## src/rtl/sync_pat_pkg.sv

```systemverilog
package sync_pat_pkg;
    typedef enum logic [2:0] {
        PAT_NONE      = 3'd0,
        PAT_START     = 3'd1,
        PAT_START_CRC = 3'd2,
        PAT_OCCUPY    = 3'd3,
        PAT_RESET     = 3'd4,
        PAT_FRAME_ERR = 3'd5
    } pat_code_e;

    typedef enum logic {
        ST_IDLE  = 1'b0,
        ST_ARMED = 1'b1
    } det_state_e;
endpackage

```

## src/rtl/line_sync.sv

```systemverilog
module line_sync #(
    parameter int N_LINES = 2
) (
    input  logic               clk,
    input  logic               rst_n,
    input  logic [N_LINES-1:0] din,
    output logic [N_LINES-1:0] level,
    output logic [N_LINES-1:0] rise,
    output logic [N_LINES-1:0] fall
);
    logic [N_LINES-1:0] meta_q;
    logic [N_LINES-1:0] sync_q;
    logic [N_LINES-1:0] prev_q;

    for (genvar i = 0; i < N_LINES; i++) begin : g_line
        always_ff @(posedge clk) begin
            if (!rst_n) begin
                meta_q[i] <= 1'b1;
                sync_q[i] <= 1'b1;
                prev_q[i] <= 1'b1;
            end else begin
                meta_q[i] <= din[i];
                sync_q[i] <= meta_q[i];
                prev_q[i] <= sync_q[i];
            end
        end
        assign level[i] = sync_q[i];
        assign rise[i]  = sync_q[i] & ~prev_q[i];
        assign fall[i]  = ~sync_q[i] & prev_q[i];
    end
endmodule

```

## src/rtl/edge_counter.sv

```systemverilog
module edge_counter #(
    parameter int CNT_W = 4
) (
    input  logic             clk,
    input  logic             rst_n,
    input  logic             clr,
    input  logic             inc,
    output logic [CNT_W-1:0] cnt
);
    localparam logic [CNT_W-1:0] CNT_MAX = {CNT_W{1'b1}};

    always_ff @(posedge clk) begin
        if (!rst_n || clr) begin
            cnt <= '0;
        end else if (inc && cnt != CNT_MAX) begin
            cnt <= cnt + 1'b1;
        end
    end

    p_cnt_sat_r11: assert property (@(posedge clk) disable iff (!rst_n)
        (cnt == CNT_MAX && !clr) |=> (cnt == CNT_MAX || $past(clr)));
endmodule

```

## src/rtl/sync_pattern_detector.sv

```systemverilog
module sync_pattern_detector
    import sync_pat_pkg::*;
#(
    parameter int CNT_W         = 4,
    parameter int CNT_START     = 4,
    parameter int CNT_START_CRC = 6,
    parameter int CNT_OCCUPY    = 8,
    parameter int CNT_RESET_MIN = 14
) (
    input  logic       clk,
    input  logic       rst_n,
    input  logic       line_a,
    input  logic       line_b,
    output logic       pattern_valid,
    output logic [2:0] pattern_code,
    output logic       start_rx
);
    localparam int IDX_A = 0;
    localparam int IDX_B = 1;

    logic [1:0]       lvl, rise, fall;
    logic [CNT_W-1:0] fall_cnt;
    det_state_e       state, state_nxt;
    pat_code_e        class_code;
    logic             report;

    line_sync #(.N_LINES(2)) u_sync (
        .clk   (clk),
        .rst_n (rst_n),
        .din   ({line_b, line_a}),
        .level (lvl),
        .rise  (rise),
        .fall  (fall)
    );

    edge_counter #(.CNT_W(CNT_W)) u_cnt (
        .clk   (clk),
        .rst_n (rst_n),
        .clr   (state == ST_IDLE),
        .inc   (state == ST_ARMED && fall[IDX_B]),
        .cnt   (fall_cnt)
    );

    // State register
    always_ff @(posedge clk) begin
        if (!rst_n) state <= ST_IDLE;
        else        state <= state_nxt;
    end

    always_comb begin
        state_nxt = state;
        unique case (state)
            ST_IDLE:  if (!lvl[IDX_A] && lvl[IDX_B]) state_nxt = ST_ARMED;
            ST_ARMED: if (rise[IDX_A])               state_nxt = ST_IDLE;
            default:                                 state_nxt = ST_IDLE;
        endcase
    end

    assign report = (state == ST_ARMED) && rise[IDX_A];

    // Classification of the count at the A rise
    always_comb begin
        if (!lvl[IDX_B])                          class_code = PAT_FRAME_ERR;
        else if (int'(fall_cnt) == CNT_START)     class_code = PAT_START;
        else if (int'(fall_cnt) == CNT_START_CRC) class_code = PAT_START_CRC;
        else if (int'(fall_cnt) == CNT_OCCUPY)    class_code = PAT_OCCUPY;
        else if (int'(fall_cnt) >= CNT_RESET_MIN) class_code = PAT_RESET;
        else                                      class_code = PAT_FRAME_ERR;
    end

    // Output register
    always_ff @(posedge clk) begin
        if (!rst_n) begin
            pattern_valid <= 1'b0;
            pattern_code  <= PAT_NONE;
            start_rx      <= 1'b0;
        end else begin
            pattern_valid <= report;
            pattern_code  <= report ? class_code : PAT_NONE;
            start_rx      <= report && (class_code == PAT_START ||
                                        class_code == PAT_START_CRC);
        end
    end

    p_valid_pulse_r9: assert property (@(posedge clk) disable iff (!rst_n)
        pattern_valid |=> !pattern_valid);
    p_code_idle_r9: assert property (@(posedge clk) disable iff (!rst_n)
        !pattern_valid |-> pattern_code == 3'd0);
    p_rx_start_only_r3: assert property (@(posedge clk) disable iff (!rst_n)
        start_rx |-> pattern_valid && (pattern_code == 3'd1 || pattern_code == 3'd2));
    p_no_rx_occupy_r5: assert property (@(posedge clk) disable iff (!rst_n)
        (pattern_valid && pattern_code >= 3'd3) |-> !start_rx);
    p_arm_cond_r2: assert property (@(posedge clk) disable iff (!rst_n)
        (state == ST_ARMED && $past(state) == ST_IDLE) |-> $past(!lvl[IDX_A] && lvl[IDX_B]));
    p_rearm_r10: assert property (@(posedge clk) disable iff (!rst_n)
        report |=> state == ST_IDLE);
endmodule

```

## config.mk

```make
export PLATFORM = sky130hd
export DESIGN_NAME = sync_pattern_detector
export DESIGN_NICKNAME = d
export VERILOG_FILES = /design/src/rtl/sync_pat_pkg.sv /design/src/rtl/line_sync.sv /design/src/rtl/edge_counter.sv /design/src/rtl/sync_pattern_detector.sv
export SDC_FILE = /design/constraint.sdc
export NUM_CORES = 1
export LEC_CHECK = 0
export ABC_AREA = 1
export ABC_CLOCK_PERIOD_IN_PS = 1100
export BUFFER_PORTS_ARGS = -buffer_cell sky130_fd_sc_hd__buf_2
export CORE_UTILIZATION = 30
export DETAILED_ROUTE_END_ITERATION = 10
export PLACE_DENSITY = 0.46
export SKIP_CTS_REPAIR_TIMING = 1
export SKIP_LAST_GASP = 1
export SYNTH_ARGS = -nofsm -noshare
export SYNTH_HDL_FRONTEND = slang
export SYNTH_SLANG_ARGS = --single-unit
export TNS_END_PERCENT = 100
```

## constraint.sdc

```tcl
create_clock -name clk -period 1.1 [get_ports clk]
set_input_delay 0.11 -clock clk [delete_from_list [all_inputs] [get_ports clk]]
set_output_delay 0.11 -clock clk [all_outputs]
set_load 0.1 [all_outputs]
```

==> impl_metrics.ini <==
[yosys]
ys.warnings.count = 0
syn_area_per_cell_um2 = 8.06
synth_common_cells = nand2_1, dfxtp_1, inv_1
synth_top_area_share_pct = 48.5
synth_flop_cell = dfxtp_1
ys_ff_latch = 16
syn_inst = 82
ys_types = 19
synth_top_cell_by_area = dfxtp_1
syn-num-nets = 89
async_flop_share_pct = 0
synth.most_common_cell = nand2_1
ys_top_cells_by_area = dfxtp_1, nand2_1, inv_1
netlist_area_um2 = 661
synth_edf_count = 0
ys_seq_area_share_pct = 48.5

[worst_hold_path]
hold_class = in2reg

[timing]
tightest_slew_ns = 0.175
min_period_ns = 1.10
rsz0062_at_grt = true
finalCritPeriodShare_pct = 100
slew_viol_final = 0
relSlewSlack_pct = 88.3
setup_violations = 1
fmax_mhz = 906
hold_violations = 0
setup_slack_ns = -0.00347
finalClockSkew_ns = 0.00903
tns_ns = -0.00347

[clocking]
clkTransAtPathRegs_ns = 0.10
clk_path_buf_depth = 2
cts_tree = built
clk_latency_ns = 0.28
cts_buffers = 3
cts_max_level = 1
cts_sinks = 16
clock-root-buffer = clkbuf_4

[power_and_ir_drop]
power.internal_mw = 0.805
power_mw = 1.01
seq_power_share_pct = 58.2
switching_share_pct = 20.6
pwr_density_cell_nw_per_um2 = 1070
leakage_nw = 0.406
comb_power_share_pct = 4.2
clkPwrFrac_pct = 37.5
switchingPower_mw = 0.208
peakVddDrop_v = 0.000688

[final_layout]
design_area_um2 = 946
syn_to_final_growth_pct = 43.2
antenna_cells = 0
final_nets = 107
fin_util_pct = 46.8
drive_above_1_share_pct = 44.4

[die]
num_io_pins = 9
num_rows = 16
dieArea_um2 = 2390
die_h_um = 48.9
chipWidth_um = 48.9
coreArea_um2 = 2020
start_util_pct = 32.7

[worst_setup_path]
cp.arrival_ns = 1.33
critPathCaptureType = register
required_ns = 1.32
critPathKind = reg2reg
startpoint_type = register
cp_max_fo = 5

[place]
port_buffers = 8
place_area_um2 = 821
dp_hpwl_um = 833
gp_congestion = 0.764

[global_route]
grt_pass1_wl_mm = 1.92
grt_overflow = 0
first_global_vias = 468
antenna_found_initial = 0
grt_use_total_pct = 10.6
grt_max_degree = 10

[routing]
via_per_inst = 4.15
routed_wl_mm = 1.15
wire_per_inst_um = 9.10
drt_iter0_markers = 2
first_pass_iters = 3
drc = 0
via_count = 523
ant_nets = 0

[status]
status = finished with violations
violations = setup timing

[flow_run]
maxCapViolations = 0
## worst max-delay path: stages, from the launching register on
cell     delay, ns
dfxtp_4       0.38
ha_4          0.16
buf_4         0.13
xor2_1        0.17
nand2_2       0.08
a21oi_2       0.13
## sequential cells by signal (all words and copies together), names as in the netlist
signal / cells
u_sync.level: 2
state: 1
pattern_valid: 1
u_sync.meta_q: 2
pattern_code: 3
u_cnt.cnt: 4
start_rx: 1
u_sync.prev_q: 2
## layout by cell type (no fill, tap or decap), types with 3 or more instances in the layout
| cell type | netlist | layout |
|---|---|---|
| a21oi_1 | 6 | 4 |
| nand3_2 | 1 | 4 |
| nor2_1 | 7 | 6 |
| buf_2 | 0 | 3 |
| nand2_1 | 17 | 13 |
| nand2_2 | 1 | 5 |
| buf_4 | 1 | 5 |
| nand3_1 | 7 | 4 |
| inv_1 | 12 | 9 |
| clkbuf_4 | 0 | 3 |
| inv_2 | 3 | 6 |
| buf_12 | 0 | 5 |
| dfxtp_1 | 16 | 13 |
## power groups by stage
stage          clock network, mW  registers (mW)  logic (mW)
2_1_floorplan                  0           0.611      0.0230
3_3_place_gp                   0           0.608      0.0357
3_5_place_dp                   0           0.609      0.0364
4_1_cts                    0.396           0.596      0.0364
5_1_grt                    0.426           0.592      0.0472
6_report                   0.380           0.590      0.0427
## routing by layer
layer | GRT usage [%] | wire length (um) | up-vias
met4 | 5.88 | 0 | 0
met5 | 0 | 0 | -
li1 | - | - | 288
met3 | 3.74 | 23 | 0
met1 | 12.2 | 518 | 228
met2 | 16.9 | 605 | 7
## through the flow
step	std cells	setup slack, ns	hold WS, ns
global route	126	-0.0626	0.0732
detailed placement	119	-0.0630	0.284
finish	126	-0.00347	0.0761
global placement	119	-0.0632	0.280
CTS	123	-0.0955	-0.0216
floorplan	82	0.0341	0.195
## cells by family (layout without fill, tap and decap cells)
kind of cell	Yosys count	after routing	synth area share (%)
fa+ha+maj	3	3	5.68
flops	16	16	48.5
compound gates	8	8	6.63
simple gates	37	37	26.5
buf+inv	17	34	11.4
xor+xnor	1	1	1.33
## area by class of cell
cell class,count,area (um2)
multi-input combinational,49,318
clock buffer,4,36.3
inverter,15,56.3
sequential,16,329
timing repair buffer,15,173
tap,27,33.8
fill,209,1080
## final timing paths
check,depth (start not counted),from,slack [ns],endpoint
setup reg to reg,5,u_cnt.cnt[1],-0.003,u_cnt.cnt[2]
hold reg to reg,2,u_sync.meta_q[1],0.41,u_sync.level[1]
hold / removal,2,rst_n,0.08,u_sync.meta_q[0]
setup / recovery,5,u_cnt.cnt[1],-0.003,u_cnt.cnt[2]
Power figures use the tool's default switching activity.
